[config.mk]
export PLATFORM = sky130hd
export DESIGN_NAME = ccp_unit
export DESIGN_NICKNAME = d
export VERILOG_FILES = /design/src/rtl/ccp_pkg.sv /design/src/rtl/ccp_evt_presc.sv /design/src/rtl/ccp_cmp.sv /design/src/rtl/ccp_pwm.sv /design/src/rtl/ccp_unit.sv
export SDC_FILE = /design/constraint.sdc
export NUM_CORES = 1
export LEC_CHECK = 0
export BUFFER_PORTS_ARGS = -buffer_cell sky130_fd_sc_hd__buf_4
export CORE_UTILIZATION = 46
export DETAILED_ROUTE_END_ITERATION = 10
export PLACE_DENSITY = 0.85
export SETUP_SLACK_MARGIN = 0.5
export SYNTH_ARGS = -nofsm -noshare
export SYNTH_HDL_FRONTEND = slang
export SYNTH_SLANG_ARGS = --single-unit
[constraint.sdc]
create_clock -name clk -period 2.1 [get_ports clk]
set_input_delay 0.315 -clock clk [delete_from_list [all_inputs] [get_ports clk]]
set_output_delay 0.315 -clock clk [all_outputs]
set_load 0.05 [all_outputs]
[src/rtl/ccp_pkg.sv]
package ccp_pkg;

    typedef enum logic [3:0] {
        MODE_OFF       = 4'b0000,
        MODE_CAP_FALL  = 4'b0100,
        MODE_CAP_RISE  = 4'b0101,
        MODE_CAP_DIV4  = 4'b0110,
        MODE_CAP_DIV16 = 4'b0111,
        MODE_CMP_HI    = 4'b1000,
        MODE_CMP_LO    = 4'b1001,
        MODE_CMP_FLAG  = 4'b1010
    } ccp_mode_e;

    function automatic logic is_cap(input logic [3:0] m);
        return m[3:2] == 2'b01;
    endfunction

    function automatic logic is_cmp(input logic [3:0] m);
        return (m == MODE_CMP_HI) || (m == MODE_CMP_LO) || (m == MODE_CMP_FLAG);
    endfunction

    function automatic logic is_pwm(input logic [3:0] m);
        return m[3:2] == 2'b11;
    endfunction

endpackage

[src/rtl/ccp_evt_presc.sv]
module ccp_evt_presc
    import ccp_pkg::*;
#(
    parameter int DIV_W = 4
) (
    input  logic       clk,
    input  logic       rst_n,
    input  logic       pin_in,
    input  logic [3:0] mode,
    input  logic       mode_chg,
    output logic       evt_o
);
    localparam logic [DIV_W-1:0] LIM_4   = DIV_W'(3);
    localparam logic [DIV_W-1:0] LIM_MAX = {DIV_W{1'b1}};

    typedef struct packed {
        logic             pin;
        logic [DIV_W-1:0] cnt;
    } presc_st_t;

    presc_st_t st_d, st_q;
    logic             rise, fall;
    logic [DIV_W-1:0] lim;

    always_comb begin
        st_d     = st_q;
        st_d.pin = pin_in;
        rise     = pin_in & ~st_q.pin;
        fall     = ~pin_in & st_q.pin;
        lim      = (mode == MODE_CAP_DIV4) ? LIM_4 : LIM_MAX;
        evt_o    = 1'b0;
        if (mode_chg || !is_cap(mode)) begin
            st_d.cnt = '0;
        end else begin
            case (mode)
                MODE_CAP_FALL: evt_o = fall;
                MODE_CAP_RISE: evt_o = rise;
                default: begin
                    if (rise) begin
                        if (st_q.cnt == lim) begin
                            evt_o    = 1'b1;
                            st_d.cnt = '0;
                        end else begin
                            st_d.cnt = st_q.cnt + 1'b1;
                        end
                    end
                end
            endcase
        end
    end

    always_ff @(posedge clk or negedge rst_n) begin
        if (!rst_n) st_q <= '0;
        else        st_q <= st_d;
    end


    cnt_fresh_chk: assert property (@(posedge clk) disable iff (!rst_n)
        mode_chg |=> (st_q.cnt == '0));


    cnt_div4_range_chk: assert property (@(posedge clk) disable iff (!rst_n)
        (mode == MODE_CAP_DIV4 && !mode_chg) |-> (st_q.cnt <= LIM_4));

endmodule

[src/rtl/ccp_cmp.sv]
module ccp_cmp
    import ccp_pkg::*;
#(
    parameter int TMR_W = 16
) (
    input  logic [3:0]       mode,
    input  logic [TMR_W-1:0] cmp_val,
    input  logic [TMR_W-1:0] tmr_val,
    input  logic             pin_cur,
    output logic             hit_o,
    output logic             pin_next_o
);
    always_comb begin
        hit_o      = is_cmp(mode) && (tmr_val == cmp_val);
        pin_next_o = pin_cur;
        if (hit_o) begin
            case (mode)
                MODE_CMP_HI: pin_next_o = 1'b1;
                MODE_CMP_LO: pin_next_o = 1'b0;
                default:     pin_next_o = pin_cur;
            endcase
        end
    end
endmodule

[src/rtl/ccp_pwm.sv]
module ccp_pwm #(
    parameter int PWM_W = 10
) (
    input  logic             clk,
    input  logic             rst_n,
    input  logic             en,
    input  logic             period_start,
    input  logic [PWM_W-1:0] base,
    input  logic [PWM_W-1:0] duty_in,
    output logic             lvl_o
);
    typedef struct packed {
        logic [PWM_W-1:0] duty;
        logic             lvl;
    } pwm_st_t;

    pwm_st_t st_d, st_q;

    always_comb begin
        st_d = st_q;
        if (!en) begin
            st_d.lvl = 1'b0;
        end else if (period_start) begin
            st_d.duty = duty_in;
            st_d.lvl  = (duty_in != '0);
        end else if (base == st_q.duty) begin
            st_d.lvl = 1'b0;
        end
    end

    always_ff @(posedge clk or negedge rst_n) begin
        if (!rst_n) st_q <= '0;
        else        st_q <= st_d;
    end

    assign lvl_o = st_q.lvl;


    pwm_no_midrise_chk: assert property (@(posedge clk) disable iff (!rst_n)
        (!period_start && !lvl_o) |=> !lvl_o);


    pwm_duty_hold_chk: assert property (@(posedge clk) disable iff (!rst_n)
        !period_start |=> $stable(st_q.duty));

endmodule

[src/rtl/ccp_unit.sv]
module ccp_unit
    import ccp_pkg::*;
#(
    parameter int TMR_W = 16,
    parameter int PWM_W = 10,
    parameter int DIV_W = 4
) (
    input  logic             clk,
    input  logic             rst_n,
    input  logic [3:0]       mode,
    input  logic             reg_wr_en,
    input  logic [TMR_W-1:0] reg_wr_data,
    output logic [TMR_W-1:0] reg_rd_data,
    input  logic [TMR_W-1:0] tmr_val,
    input  logic [PWM_W-1:0] pwm_base,
    input  logic             pwm_period_start,
    input  logic             pin_in,
    output logic             pin_out,
    input  logic             irq_clr,
    output logic             irq_flag
);
    typedef struct packed {
        logic [TMR_W-1:0] data;
        logic [3:0]       mode;
        logic             cpin;
        logic             sel_pwm;
        logic             flag;
    } unit_st_t;

    unit_st_t st_d, st_q;
    logic mode_chg, cap_evt, cmp_hit, cmp_pin, pwm_lvl, off_mode;

    assign mode_chg = (mode != st_q.mode);
    assign off_mode = !is_cap(mode) && !is_cmp(mode) && !is_pwm(mode);

    ccp_evt_presc #(.DIV_W(DIV_W)) presc_i (
        .clk      (clk),
        .rst_n    (rst_n),
        .pin_in   (pin_in),
        .mode     (mode),
        .mode_chg (mode_chg),
        .evt_o    (cap_evt)
    );

    ccp_cmp #(.TMR_W(TMR_W)) cmp_i (
        .mode       (mode),
        .cmp_val    (st_q.data),
        .tmr_val    (tmr_val),
        .pin_cur    (st_q.cpin),
        .hit_o      (cmp_hit),
        .pin_next_o (cmp_pin)
    );

    ccp_pwm #(.PWM_W(PWM_W)) pwm_i (
        .clk          (clk),
        .rst_n        (rst_n),
        .en           (is_pwm(mode)),
        .period_start (pwm_period_start),
        .base         (pwm_base),
        .duty_in      (st_q.data[PWM_W-1:0]),
        .lvl_o        (pwm_lvl)
    );

    always_comb begin
        st_d         = st_q;
        st_d.mode    = mode;
        st_d.sel_pwm = is_pwm(mode);
        if (reg_wr_en)    st_d.data = reg_wr_data;
        else if (cap_evt) st_d.data = tmr_val;
        if (off_mode || is_pwm(mode)) st_d.cpin = 1'b0;
        else if (is_cmp(mode))        st_d.cpin = cmp_pin;
        if (cap_evt || cmp_hit) st_d.flag = 1'b1;
        else if (irq_clr)       st_d.flag = 1'b0;
    end

    always_ff @(posedge clk or negedge rst_n) begin
        if (!rst_n) st_q <= '0;
        else        st_q <= st_d;
    end

    assign reg_rd_data = st_q.data;
    assign irq_flag    = st_q.flag;
    assign pin_out     = st_q.sel_pwm ? pwm_lvl : st_q.cpin;


    wr_load_chk: assert property (@(posedge clk) disable iff (!rst_n)
        reg_wr_en |=> (reg_rd_data == $past(reg_wr_data)));


    cap_take_chk: assert property (@(posedge clk) disable iff (!rst_n)
        (cap_evt && !reg_wr_en) |=> (reg_rd_data == $past(tmr_val)));


    cmp_drive_hi_chk: assert property (@(posedge clk) disable iff (!rst_n)
        (mode == MODE_CMP_HI && tmr_val == reg_rd_data) |=> pin_out);


    flag_sticky_chk: assert property (@(posedge clk) disable iff (!rst_n)
        (irq_flag && !irq_clr) |=> irq_flag);


    off_low_chk: assert property (@(posedge clk) disable iff (!rst_n)
        (!is_cap(mode) && !is_cmp(mode) && !is_pwm(mode)) |=> !pin_out);


    off_quiet_chk: assert property (@(posedge clk) disable iff (!rst_n)
        (!is_cap(mode) && !is_cmp(mode) && !is_pwm(mode) && !reg_wr_en && !irq_clr)
            |=> ($stable(reg_rd_data) && $stable(irq_flag)));

endmodule

==> impl_metrics.env, run 1 <==
export IMPL_p_per_area_nw_per_um2=651
export IMPL_cp_cell_sequence="ha_2 -> or3b_4 -> mux2i_4 -> o311a_1 -> buf_4 -> buf_6 -> o21ai_4 -> o221a_1"
export IMPL_relSlewSlack_pct=66.8
export IMPL_clock_fmax_ghz=0.492
export IMPL_pwr_share_clk_pct=31.6
export IMPL_area_sequential_sq_um=976
export IMPL_fin_nets=350
export IMPL_slowest_delay_ns=0.40
export IMPL_clock_latency_ns=0.30
export IMPL_crit_path_start_kind="flop"
export IMPL_seqPwrFrac_pct=44.5
export IMPL_power_share_switching_pct=29.8
export IMPL_synth_warnings=0
export IMPL_antenna_found_initial=0
export IMPL_coreArea_sq_um=4750
export IMPL_synth_simple_gate_area_share_pct=16.1
export IMPL_cp_slowest_cell="or3b_4"
export IMPL_ys_ff_latch=39
export IMPL_ys_flop_type="dfrtp_1"
export IMPL_setup_tns_final_ns=0
export IMPL_die_w_um=72.7
export IMPL_crit_fanout=8
export IMPL_viasPerCell=5.62
export IMPL_grt_pass1_vias=1945
export IMPL_worstSetupPathType="flop to flop"
export IMPL_io_pins=70
export IMPL_finalPower_mw=1.99
export IMPL_num_rows=25
export IMPL_htreeDepth=2
export IMPL_maxCapViolations=0
export IMPL_drt_pass1_iter_count=4
export IMPL_drive_gt1_share_pct=39.3
export IMPL_clock_root_buffer="clkbuf_8"
export IMPL_synth_edf_count=0
export IMPL_dieArea_sq_um=5280
export IMPL_grt_overflow=0
export IMPL_required_ns=2.29
export IMPL_multi_input_area_sq_um=1190
export IMPL_io_buffers=69
export IMPL_vias=2050
export IMPL_critPathArrivalTime_ns=2.22
export IMPL_synth_top_family_by_area="simple AND/OR/NAND/NOR gates"
export IMPL_finalCriticalPeriod_ns=2.03
export IMPL_p_switching_uw=592
export IMPL_cts_sinks=39
export IMPL_grt_start_max_net_pins=40
export IMPL_worst_r2r_startpoint="presc_i.st_q[1]$_DFFE_PN0P_"
export IMPL_ff2ff_setup_slack_ns=0.07
export IMPL_synth_compound_area_share_pct=15.6
export IMPL_nFillCells=386
export IMPL_areaGrowthSynthToFinish_pct=32.8
export IMPL_hp_class="input pin to flop"
export IMPL_place_gp_congestion=0.847
export IMPL_grt_pass1_wl_um=9110
export IMPL_status="finished clean"
export IMPL_synth_adder_area_share_pct=0.545
export IMPL_ys_types=36
export IMPL_max_vdd_ir_drop_mv=0.306
export IMPL_crit_start="presc_i.st_q[1]$_DFFE_PN0P_"
export IMPL_netlist_area_sq_um=2300
export IMPL_drtIter0Drc=170
export IMPL_worstSetupEndpointType="flop"
export IMPL_synthMuxAreaShare_pct=6.26
export IMPL_synth_fp_nets=284
export IMPL_cts_buffer_depth=2
export IMPL_synthArstFlopShare_pct=100
export IMPL_post_dp_hpwl_um=3910
export IMPL_worst_pin_slew_ns=0.498
export IMPL_slew_violations=0
export IMPL_antenna_left=0
export IMPL_cts_tree="done"
export IMPL_p_int_mw=1.40
export IMPL_routed_wl_um=5770
export IMPL_hp_start="pin_in"
export IMPL_diodes=0
export IMPL_hold_violations=0
export IMPL_synth_area_per_cell_sq_um=9.94
export IMPL_grt_setup_unrepaired="true"
export IMPL_path_clk_slew_ns=0.08
export IMPL_setup_viol=0
export IMPL_yosysSeqAreaShare_pct=42.5
export IMPL_die_h_um=72.7
export IMPL_cts_buffers=5
export IMPL_period_share_pct=96.7
export IMPL_synthCells=231
export IMPL_p_leak_nw=1.39
export IMPL_synth_xor_area_share_pct=10.7
export IMPL_wire_per_inst_um=15.8
export IMPL_p_comb_share_pct=23.9
export IMPL_track_usage_pct=22.9
export IMPL_skew_ns=0.0112
export IMPL_start_util_pct=48.3
export IMPL_drc=0
==> registers in the layout, summed over array words and instances (netlist names) <==
name / count
pwm_i.st_q: 10
st_q: 6
pwm_i.lvl_o: 1
irq_flag: 1
reg_rd_data: 16
presc_i.st_q: 5
==> layout by cell type, fill, tap and decap left out, types with 10 or more instances in the layout <==
cell and count:
nand2_1 23, xnor2_1 14, buf_4 78, xor2_1 14, o21ai_0 19, nor2_1 18, dfrtp_1 39, o221a_1 10
mux2_2 11
==> synthesized netlist by cell type (2+ instances only) <==
| master | count | area share [%] |
|---|---|---|
| dfrtp_1 | 39 | 42 |
| nand3_1 | 6 | 1.3 |
| o221a_1 | 10 | 4.9 |
| nor2b_1 | 4 | 1.1 |
| buf_4 | 17 | 5.6 |
| mux2_2 | 11 | 5.4 |
| inv_1 | 2 | 0.33 |
| nor2_1 | 18 | 2.9 |
| nand2_1 | 23 | 3.8 |
| nand2b_1 | 5 | 1.4 |
| nor4_1 | 4 | 1.1 |
| mux2i_1 | 2 | 0.87 |
| buf_6 | 3 | 1.5 |
| o21ai_0 | 19 | 4.1 |
| a21oi_1 | 5 | 1.1 |
| xor2_1 | 14 | 5.3 |
| xnor2_1 | 14 | 5.3 |
| o221a_2 | 6 | 2.9 |
| nor3_1 | 5 | 1.1 |
| clkbuf_1 | 5 | 0.82 |
| nand4_1 | 3 | 0.82 |
| o311a_1 | 2 | 0.87 |
==> area by class of cell <==
cell class	instances	area share, %
clock buffer	5	2.26
multi-input combinational	165	39.2
inverter	2	0.246
tap	67	2.75
timing repair buffer	84	22.2
sequential	39	32.0
clock inverter	3	1.44
==> metrics by stage <==
step	area, sq um	cells	setup slack, ns	utilization [%]	hold WS (ns)
after floorplan	2310	231	0.116	-	0.0194
after global placement	2780	346	0.0772	58.4	0.314
after detailed placement	2780	346	0.0149	58.4	0.320
after CTS	3030	364	0.0640	63.7	0.136
after global routing	3050	365	-0.00609	64.2	0.139
final	3050	365	0.0690	64.2	0.140
==> power groups by stage <==
stage / clock [mW] / sequential [mW] / combinational (mW)
floorplan: 0 / 0.877 / 0.325
global placement: 0 / 0.895 / 0.446
detailed placement: 0 / 0.898 / 0.461
CTS: 0.637 / 0.884 / 0.473
global route: 0.667 / 0.893 / 0.507
finish: 0.629 / 0.885 / 0.474
==> kinds of logic after synthesis <==
logic type / after synthesis
XOR/XNOR: 28
flip-flops: 39
multiplexers: 13
AND/OR/NAND/NOR: 75
adder cells (fa/ha/maj): 1
AO/OA/AOI/OAI: 47
buffers and inverters: 28
==> final timing paths <==
check,to,cells past startpoint
setup / recovery,reg_rd_data[7]$_DFFE_PN0P_,8
hold / removal,presc_i.st_q[4]$_DFF_PN0_,1
setup reg to reg,reg_rd_data[7]$_DFFE_PN0P_,8
hold reg to reg,pwm_i.st_q[6]$_DFFE_PN0P_,1
max in group asynchronous,pwm_i.st_q[6]$_DFFE_PN0P_,2
min in group asynchronous,reg_rd_data[9]$_DFFE_PN0P_,2
==> worst max-delay path, delay by kind of cell (launching register included) <==
kind | cells | cell delay, ns
AO/OA/AOI/OAI | 3 | 0.58
AND/OR/NAND/NOR | 1 | 0.40
buffers and inverters | 2 | 0.23
adder cells (fa/ha/maj) | 1 | 0.18
multiplexers | 1 | 0.17
flip-flops | 1 | 0.36
==> timing repair <==
action,4_1_cts,5_1_grt
endpoints found under the hold margin,23,0
pin swaps,21,3
gates cloned,2,0
resized for setup,10,2
buffers inserted,7,1
endpoints found under the setup margin,19,20
hold buffers,1,0
==> routing by layer <==
layer	GRT usage (%)	up-vias	share of wire (%)
met5	0	-	0
met4	8.50	0	2.0
met3	4.56	12	6.8
met2	37.9	98	49
met1	29.6	994	42
li1	-	946	-
(Power assumes the default switching activity.)
==> inputs of run 2 (changes only) <==
- clock period: 2.1 -> 1.7 ns (I/O delays scaled with it)
==> impl_metrics.env, run 2 (synthesis results as in run 1) <==
export IMPL_period_share_pct=117
export IMPL_path_clk_slew_ns=0.08
export IMPL_holdWs_ns=0.182
export IMPL_track_usage_pct=24.9
export IMPL_start_util_pct=48.3
export IMPL_p_per_area_nw_per_um2=714
export IMPL_coreArea_sq_um=4750
export IMPL_largest_reg_flops=16
export IMPL_vias=2092
export IMPL_critPathArrivalTime_ns=2.16
export IMPL_io_buffers=69
export IMPL_hp_class="input pin to flop"
export IMPL_failed_checks="setup timing"
export IMPL_max_vdd_ir_drop_mv=0.402
export IMPL_status="complete, but fails checks"
export IMPL_die_h_um=72.7
export IMPL_post_dp_hpwl_um=4000
export IMPL_maxCapViolations=0
export IMPL_cts_tree="done"
export IMPL_areaGrowthSynthToFinish_pct=46.1
export IMPL_layout_setup_ws_ns=-0.291
export IMPL_finalCriticalPeriod_ns=1.99
export IMPL_htreeDepth=2
export IMPL_drive_gt1_share_pct=48.6
export IMPL_slowest_delay_ns=0.42
export IMPL_cp_cell_sequence="ha_2 -> or3b_4 -> mux2i_2 -> o311a_1 -> or3_4 -> buf_16 -> o221a_1"
export IMPL_crit_path_start_kind="flop"
export IMPL_p_leak_nw=1.54
export IMPL_worstSetupEndpointType="flop"
export IMPL_viasPerCell=5.39
export IMPL_fin_nets=373
export IMPL_skew_ns=0.00461
export IMPL_hold_violations=0
export IMPL_worstSetupPathType="flop to flop"
export IMPL_grt_overflow=0
export IMPL_slew_violations=0
export IMPL_clock_root_buffer="clkbuf_8"
export IMPL_grt_pass1_wl_um=9960
export IMPL_finalInstanceArea_sq_um=3360
export IMPL_clock_fmax_ghz=0.502
export IMPL_cts_buffers=5
export IMPL_die_w_um=72.7
export IMPL_io_pins=70
export IMPL_grt_start_max_net_pins=40
export IMPL_grt_setup_unrepaired="true"
export IMPL_cts_buffer_depth=2
export IMPL_antenna_found_initial=0
export IMPL_routed_wl_um=6450
export IMPL_clock_latency_ns=0.29
export IMPL_diodes=0
export IMPL_drc=0
export IMPL_place_gp_congestion=0.843
export IMPL_finalPower_mw=2.39
export IMPL_drtIter0Drc=137
export IMPL_dp_slack_ns=-0.363
export IMPL_layout_common_cells="93 x buf_4, 32 x dfrtp_1, 22 x nand2_1"
export IMPL_antenna_left=0
export IMPL_required_ns=1.87
export IMPL_placed_area_sq_um=2890
export IMPL_final_common_cell="buf_4"
export IMPL_setup_viol=18
export IMPL_grt_pass1_vias=2118
export IMPL_worst_pin_slew_ns=0.509
export IMPL_num_rows=25
export IMPL_relSlewSlack_pct=66.1
export IMPL_cp_slowest_cell="or3_4"
export IMPL_drt_pass1_iter_count=4
export IMPL_cts_sinks=39
export IMPL_crit_fanout=8
export IMPL_dieArea_sq_um=5280
export IMPL_final_core_util_pct=70.6
export IMPL_wire_per_inst_um=16.6
-- run 2: changes by cell type in the layout (fill, tap and decap cells not counted), moves of 2 or more --
cell	previous run	this run
clkinvlp_4	0	2
buf_8	0	3
buf_4	78	93
o221a_2	6	0
dfrtp_1	39	32
o221a_4	0	6
buf_6	3	8
dfrtp_2	0	7
-- run 2: critical path, delay by kind of cell, from the launching register on --
kind                       cells  cell delay (ns)
AOI/OAI and AO/OA              2             0.41
and+or+nand+nor                2             0.64
DFF                            1             0.40
adders and majority gates      1             0.19
muxes                          1             0.06
buffers and inverters          1             0.16
-- run 2: repair_timing --
item                       4_1_cts  5_1_grt
pin swaps                       20       15
setup buffers                    9        8
resized for setup               32       15
setup endpoints to repair       34       50
hold buffers                     1        0
gates cloned                     3        0
hold endpoints to repair        39        0
-- run 2: final timing paths --
path / from / to / slack (ns) / cells after the start
min: pin_in / presc_i.st_q[4]$_DFF_PN0_ / 0.18 / 2
max: presc_i.st_q[0]$_DFFE_PN0P_ / reg_rd_data[2]$_DFFE_PN0P_ / -0.29 / 7
min reg2reg: irq_flag$_DFFE_PN0P_ / irq_flag$_DFFE_PN0P_ / 0.53 / 2
min in group asynchronous: rst_n / irq_flag$_DFFE_PN0P_ / 0.48 / 2
max in group asynchronous: rst_n / reg_rd_data[11]$_DFFE_PN0P_ / 0.84 / 2
max reg2reg: presc_i.st_q[0]$_DFFE_PN0P_ / reg_rd_data[2]$_DFFE_PN0P_ / -0.29 / 7
-- run 2: metrics by stage --
step	TNS, ns	std cells
after floorplan	-3.95	231
after global placement	-4.57	359
after detailed placement	-5.70	359
after CTS	-4.21	380
after global routing	-5.58	388
final	-4.71	388
-- run 2: report_power, final --
group | total (mW) | internal, mW | leakage, nW | switching (mW)
clock network | 0.617 | 0.285 | 0.0402 | 0.331
logic | 0.678 | 0.340 | 0.999 | 0.338
registers | 1.10 | 1.01 | 0.500 | 0.0916
-- run 2: layer usage --
metal  GRT usage, %  share of wire, %
met1           31.8                42
met2           42.9                51
met3           5.39               5.7
met4           6.54              0.87
met5              0                 0
-- run 2: cell type report --
cell class	count	area (sq um)
sequential	39	985
fill	364	1400
clock inverter	3	20.0
timing repair buffer	107	891
clock buffer	5	68.8
multi-input combinational	165	1300
tap	67	83.8
inverter	2	7.51
